`config.mk`:
```
export PLATFORM = sky130hd
export DESIGN_NAME = byte_lane_bridge
export DESIGN_NICKNAME = d
export VERILOG_FILES = /design/src/rtl/byte_lane_bridge_pkg.sv /design/src/rtl/blb_lane_pick.sv /design/src/rtl/blb_strobe_timer.sv /design/src/rtl/blb_rdata_asm.sv /design/src/rtl/byte_lane_bridge.sv
export SDC_FILE = /design/constraint.sdc
export NUM_CORES = 1
export LEC_CHECK = 0
export BUFFER_PORTS_ARGS = -buffer_cell sky130_fd_sc_hd__buf_2
export CORE_MARGIN = 2
export CORE_UTILIZATION = 35
export DETAILED_ROUTE_END_ITERATION = 10
export HOLD_SLACK_MARGIN = 0.02
export PLACE_DENSITY = 0.67
export SLEW_MARGIN = 25
export SYNTH_ARGS = -nofsm -noshare
export SYNTH_HDL_FRONTEND = slang
export SYNTH_HIERARCHICAL = 1
export SYNTH_SLANG_ARGS = --single-unit
export TNS_END_PERCENT = 20
```
`constraint.sdc`:
```
create_clock -name clk -period 5.3 [get_ports clk]
set_clock_uncertainty 0.05 [all_clocks]
set_input_delay 0.53 -clock clk [delete_from_list [all_inputs] [get_ports clk]]
set_output_delay 0.53 -clock clk [all_outputs]
set_load 0.01 [all_outputs]
```
`src/rtl/byte_lane_bridge_pkg.sv`:
```
package byte_lane_bridge_pkg;
  typedef enum logic [1:0] {
    ST_IDLE   = 2'd0,
    ST_STROBE = 2'd1,
    ST_GAP    = 2'd2,
    ST_DONE   = 2'd3
  } seq_state_t;
endpackage

```
`src/rtl/blb_lane_pick.sv`:
```
module blb_lane_pick #(
  parameter int LANES  = 4,
  parameter int LIDX_W = 2
) (
  input  logic [LANES-1:0]  mask,
  output logic [LIDX_W-1:0] lane,
  output logic              any
);
  always_comb begin
    lane = '0;
    for (int i = LANES - 1; i >= 0; i--) begin
      if (mask[i]) lane = LIDX_W'(i);
    end
    any = |mask;
  end
endmodule

```
`src/rtl/blb_strobe_timer.sv`:
```
module blb_strobe_timer #(
  parameter int STROBE_W = 2,
  parameter int CNT_W    = 2
) (
  input  logic clk,
  input  logic rst,
  input  logic load,
  output logic last
);
  logic [CNT_W-1:0] cnt;

  always_ff @(posedge clk) begin
    if (rst) cnt <= '0;
    else if (load) cnt <= CNT_W'(STROBE_W - 1);
    else if (cnt != '0) cnt <= cnt - 1'b1;
  end

  assign last = (cnt == '0);
endmodule

```
`src/rtl/blb_rdata_asm.sv`:
```
module blb_rdata_asm #(
  parameter int LANES  = 4,
  parameter int BYTE_W = 8,
  parameter int LIDX_W = 2
) (
  input  logic                    clk,
  input  logic                    rst,
  input  logic                    clear,
  input  logic                    cap,
  input  logic [LIDX_W-1:0]       cap_lane,
  input  logic [BYTE_W-1:0]       din,
  output logic [LANES*BYTE_W-1:0] rdata
);
  for (genvar g = 0; g < LANES; g++) begin : g_lane
    logic [BYTE_W-1:0] byte_q;
    always_ff @(posedge clk) begin
      if (rst || clear) byte_q <= '0;
      else if (cap && cap_lane == LIDX_W'(g)) byte_q <= din;
    end
    assign rdata[g*BYTE_W +: BYTE_W] = byte_q;
  end

  // after a clear the result is all zero
  p_clear_zero_r8: assert property (@(posedge clk) disable iff (rst)
    clear |=> (rdata == '0));
endmodule

```
`src/rtl/byte_lane_bridge.sv`:
```
module byte_lane_bridge
  import byte_lane_bridge_pkg::*;
#(
  parameter int HOST_W   = 32,
  parameter int BYTE_W   = 8,
  parameter int PADDR_W  = 8,
  parameter int STROBE_W = 2
) (
  input  logic                              clk,
  input  logic                              rst,
  input  logic [PADDR_W-$clog2(HOST_W/BYTE_W)-1:0] host_addr,
  input  logic                              host_rd,
  input  logic                              host_wr,
  input  logic [HOST_W/BYTE_W-1:0]          host_be,
  input  logic [HOST_W-1:0]                 host_wdata,
  output logic [HOST_W-1:0]                 host_rdata,
  output logic                              host_wait,
  output logic                              per_cs,
  output logic                              per_rd,
  output logic                              per_wr,
  output logic [PADDR_W-1:0]                per_addr,
  output logic [BYTE_W-1:0]                 per_dout,
  output logic                              per_oe,
  input  logic [BYTE_W-1:0]                 per_din
);
  localparam int LANES   = HOST_W / BYTE_W;
  localparam int LIDX_W  = $clog2(LANES);
  localparam int WADDR_W = PADDR_W - LIDX_W;
  localparam int CNT_W   = $clog2(STROBE_W + 1);

  seq_state_t          state;
  logic [LANES-1:0]    pending, be_q, cur_mask, pend_next, pick_in;
  logic [WADDR_W-1:0]  waddr_q;
  logic [HOST_W-1:0]   wdata_q;
  logic                isrd_q;
  logic [LIDX_W-1:0]   cur_lane, pick_lane;
  logic                pick_any, req, start_req, load, t_last, strobe_end;

  assign req       = host_rd | host_wr;
  assign start_req = (state == ST_IDLE) && req && (|host_be);
  assign cur_mask  = LANES'(1) << cur_lane;
  assign pend_next = pending & ~cur_mask;
  assign pick_in   = (state == ST_IDLE) ? host_be : pend_next;
  assign load      = start_req || (state == ST_GAP);
  assign strobe_end = (state == ST_STROBE) && t_last;

  blb_lane_pick #(.LANES(LANES), .LIDX_W(LIDX_W)) u_pick (
    .mask(pick_in), .lane(pick_lane), .any(pick_any)
  );

  blb_strobe_timer #(.STROBE_W(STROBE_W), .CNT_W(CNT_W)) u_timer (
    .clk(clk), .rst(rst), .load(load), .last(t_last)
  );

  blb_rdata_asm #(.LANES(LANES), .BYTE_W(BYTE_W), .LIDX_W(LIDX_W)) u_asm (
    .clk(clk), .rst(rst),
    .clear(start_req || (state == ST_DONE)),
    .cap(strobe_end && isrd_q), .cap_lane(cur_lane), .din(per_din),
    .rdata(host_rdata)
  );

  always_comb begin
    host_wait = 1'b0;
    if (req) begin
      case (state)
        ST_IDLE:   host_wait = |host_be;
        ST_STROBE: host_wait = 1'b1;
        ST_GAP:    host_wait = 1'b1;
        default:   host_wait = 1'b0;
      endcase
    end
  end

  always_ff @(posedge clk) begin
    if (rst) begin
      state    <= ST_IDLE;
      pending  <= '0;
      be_q     <= '0;
      waddr_q  <= '0;
      wdata_q  <= '0;
      isrd_q   <= 1'b0;
      cur_lane <= '0;
      per_cs   <= 1'b0;
      per_rd   <= 1'b0;
      per_wr   <= 1'b0;
      per_oe   <= 1'b0;
      per_addr <= '0;
      per_dout <= '0;
    end else begin
      case (state)
        ST_IDLE: begin
          if (start_req) begin
            pending  <= host_be;
            be_q     <= host_be;
            waddr_q  <= host_addr;
            wdata_q  <= host_wdata;
            isrd_q   <= host_rd;
            cur_lane <= pick_lane;
            per_cs   <= 1'b1;
            per_rd   <= host_rd;
            per_wr   <= ~host_rd;
            per_oe   <= ~host_rd;
            per_addr <= {host_addr, pick_lane};
            per_dout <= host_wdata[pick_lane*BYTE_W +: BYTE_W];
            state    <= ST_STROBE;
          end
        end
        ST_STROBE: begin
          if (t_last) begin
            per_cs  <= 1'b0;
            per_rd  <= 1'b0;
            per_wr  <= 1'b0;
            per_oe  <= 1'b0;
            pending <= pend_next;
            state   <= pick_any ? ST_GAP : ST_DONE;
          end
        end
        ST_GAP: begin
          cur_lane <= pick_lane;
          per_cs   <= 1'b1;
          per_rd   <= isrd_q;
          per_wr   <= ~isrd_q;
          per_oe   <= ~isrd_q;
          per_addr <= {waddr_q, pick_lane};
          per_dout <= wdata_q[pick_lane*BYTE_W +: BYTE_W];
          state    <= ST_STROBE;
        end
        default: state <= ST_IDLE;
      endcase
    end
  end

  // a read strobe only reaches a lane the host enabled
  p_rd_enabled_r3: assert property (@(posedge clk) disable iff (rst)
    per_rd |-> (be_q[per_addr[LIDX_W-1:0]] && isrd_q));

  // every cycle addresses the captured host word
  p_addr_word_r2: assert property (@(posedge clk) disable iff (rst)
    per_cs |-> (per_addr[PADDR_W-1:LIDX_W] == waddr_q));

  // chip select drops together with each strobe
  p_gap_cs_low_r6: assert property (@(posedge clk) disable iff (rst)
    $fell(per_rd || per_wr) |-> !per_cs);

  // the two strobes are exclusive
  p_strobe_excl_r6: assert property (@(posedge clk) disable iff (rst)
    !(per_rd && per_wr));

  // host stays stalled while a peripheral cycle runs
  p_wait_busy_r5: assert property (@(posedge clk) disable iff (rst)
    (per_cs && req) |-> host_wait);

  // empty enable mask starts no cycle
  p_empty_noacc_r9: assert property (@(posedge clk) disable iff (rst)
    ((state == ST_IDLE) && req && (host_be == '0)) |=> !per_cs);

  if (STROBE_W > 1) begin : g_hold_chk
    // a strobe is held beyond its first clock
    p_strobe_hold_r6: assert property (@(posedge clk) disable iff (rst)
      $rose(per_rd || per_wr) |=> (per_rd || per_wr));
  end
endmodule

```
==> impl_metrics.csv <==
group,metric,value,unit
synthesis,yosys_register_bits,98,
cts,clk_path_buf_depth,2,
critical_path,critPathSlowestCell,"or3b_2",
cts,ctsResizeCount,0,
cts,post_cts_buffers,0,
timing,relSlewSlack,0.313,
status,status,"finished, final reports clean",
critical_path,path_cells,"inv_1 -> ha_1 -> o21ai_0 -> nand2b_4 -> nand2b_2 -> or3b_2 -> mux2i_1",
timing,drv_slew,0,
flow_run,max-cap-violations,0,
routing,wire_per_inst,15.0,microns
cts,clk_latency,0.35,ns
cells_and_area,layout-area-overhead-vs-synth,19.2,%
synthesis,syn-instance-count,486,
critical_path,worstPathBufferInverterCount,1,
power_and_ir_drop,power_density,479,nW/um^2
critical_path,crit_fanout,40,
die,initial_utilization,0.355,
die,core_area,13100,sq um
placed_design,dpl.hpwl,7.96,mm
power_and_ir_drop,p_leak,2.43,nW
routing,first_pass_iters,4,
die,num_rows,42,
min_path,min_path_type,"input port to flop",
timing,tightest_slew,1.02,ns
cts,postCtsHoldBufs,0,
global_route,grt_pass1_vias,3654,
critical_path,slowest_delay,0.64,ns
global_route,antenna_found_initial,0,
timing,setup_viol,0,
cells_and_area,multiInputGateArea,2480,sq um
cells_and_area,fillers,1321,
global_route,grt_max_degree,57,
placed_design,dp_cells,736,
timing,min_period,3.20,ns
synthesis,ys_warn_count,6,
timing,max_freq,313,MHz
critical_path,cp-start-kind,"flop",
cts,clkTransAtPathRegs,0.07,ns
power_and_ir_drop,vdd_drop_max,0.000182,V
critical_path,end_kind,"flop",
placed_design,gp_congestion,0.882,
routing,viasPerCell,5.01,
global_route,grt_usage,0.161,
cells_and_area,nets,632,
synthesis,syn-cell-area,4670,sq um
routing,drc,0,
routing,drt_iter0_markers,229,
cells_and_area,drive_gt1_frac,0.329,
synthesis,synth_cell_type_count,39,
synthesis,ys_seq_area_frac,0.420,
synthesis,synth_common_cells,"dfxtp_1, nand2_1, mux2i_1, a21oi_1, or3b_2",
cts,cts_tree,"yes",
synthesis,synth_area_leaders,"dfxtp_1, mux2i_1, mux4_2, nand2_1, or3b_2",
timing,period_share,0.604,
synthesis,synth_area_per_cell,9.61,sq um
cts,cts_made_buffers,9,
synthesis,synthArstFlopShare,0,
cells_and_area,final_core_util,0.424,
synthesis,synth_flop_cell,"dfxtp_1",
global_route,overflow,0,
cells_and_area,seq_area,1960,sq um
critical_path,cp.arrival,3.43,ns
synthesis,yosysTopAreaCell,"dfxtp_1",
synthesis,synth_edf_count,0,
critical_path,crit_family,"simple AND/OR/NAND/NOR gates",
timing,rsz0062_at_grt,"no",
routing,postRouteAntennaNets,0,
global_route,grt_pass1_wl,18.3,mm
synthesis,syn-num-nets,547,
die,die_x,120,microns
critical_path,worstPathRequired,5.53,ns
cts,ctsRootBufferMaster,"clkbuf_16",
synthesis,synth_most_common_cell,"dfxtp_1",
routing,drt_wl_total,11.3,mm
synthesis,yosysTopAreaCellShare,0.420,
cells_and_area,final_cell_count_no_fill,751,
placed_design,io_buffers,106,
routing,num_vias,3761,
die,die_area,14300,sq um
cells_and_area,diodes,0,
cts,cts_sinks,98,
timing,hold_violations,0,
timing,fin_setup_tns,0,ns
die,pin_count,107,
cts,cts.htree.levels,3,
die,die_y,120,microns
critical_path,critPathKind,"flop to flop",
[area by class of cell]
type,instances,share of cell area
well taps,176,0.0396
clock inverters,4,0.00922
inverters,12,0.00809
repair buffers,111,0.102
clock buffers,11,0.0436
flip-flops and latches,98,0.353
multi-input cells,339,0.445
[routing by layer]
layer | vias up | wire length (microns) | share of wire | track usage
met5 | - | 0 | 0 | 0
met4 | 0 | 248 | 0.022 | 0.0757
met3 | 16 | 484 | 0.043 | 0.0342
met2 | 84 | 5520 | 0.49 | 0.266
met1 | 1785 | 5050 | 0.45 | 0.201
li1 | 1876 | - | - | -
[worst paths after layout]
path,end,cells past startpoint,slack [ns],start
max,u_asm/g_lane[0].byte_q[6],7,2.10,state[1]
min,wdata_q[28],3,0.37,host_wdata[28]
max reg2reg,u_asm/g_lane[0].byte_q[6],7,2.10,state[1]
min reg2reg,wdata_q[7],2,0.40,wdata_q[7]
[cell usage in the layout, fill, tap and decap left out, types with 9 or more instances in the layout]
cell type / netlist / routed
a21oi_1: 47 / 47
nand2_1: 87 / 87
nor2_1: 27 / 26
inv_1: 12 / 12
o21ai_0: 13 / 13
buf_2: 11 / 106
clkbuf_16: 0 / 9
mux4_2: 16 / 16
or3b_2: 35 / 35
dfxtp_1: 98 / 98
mux2i_1: 50 / 50
a211oi_1: 17 / 17
[flip-flops by register name, summed over array words and instances (netlist names)]
| name | flops |
|---|---|
| u_asm/g_lane.byte_q | 32 |
| wdata_q | 32 |
| per_addr | 8 |
| per_dout | 8 |
| waddr_q | 6 |
| pending | 4 |
| state | 2 |
| u_timer/cnt | 2 |
| isrd_q | 1 |
| per_cs | 1 |
| per_oe | 1 |
| per_rd | 1 |
[through the flow]
step	setup WS [ns]	hold slack [ns]	instance area (sq um)	total power [mW]
2_1_floorplan	2.65	0.383	4670	1.80
3_3_place_gp	2.00	0.388	5270	1.99
3_5_place_dp	1.79	0.393	5270	2.03
4_1_cts	1.75	0.357	5560	2.69
5_1_grt	1.81	0.372	5570	2.85
6_report	2.10	0.374	5570	2.67
[worst min-delay path: cells and delay by family]
family / cells / cell delay, ns
compound gates: 1 / 0.05
simple gates: 1 / 0.05
buf+inv: 1 / 0.10
[power by group]
group	internal, mW	switching (mW)
clock	0.377	0.282
sequential	0.881	0.0849
combinational	0.432	0.608
[logic make-up after synthesis]
family,Yosys count,synth area share
AOI/OAI and AO/OA,89,0.116
DFF,98,0.420
adders and majority gates,7,0.0188
and+or+nand+nor,175,0.202
muxes,67,0.188
buffers and inverters,49,0.0531
xor gates and xnor gates,1,0.00188
(Power assumes the default switching activity.)
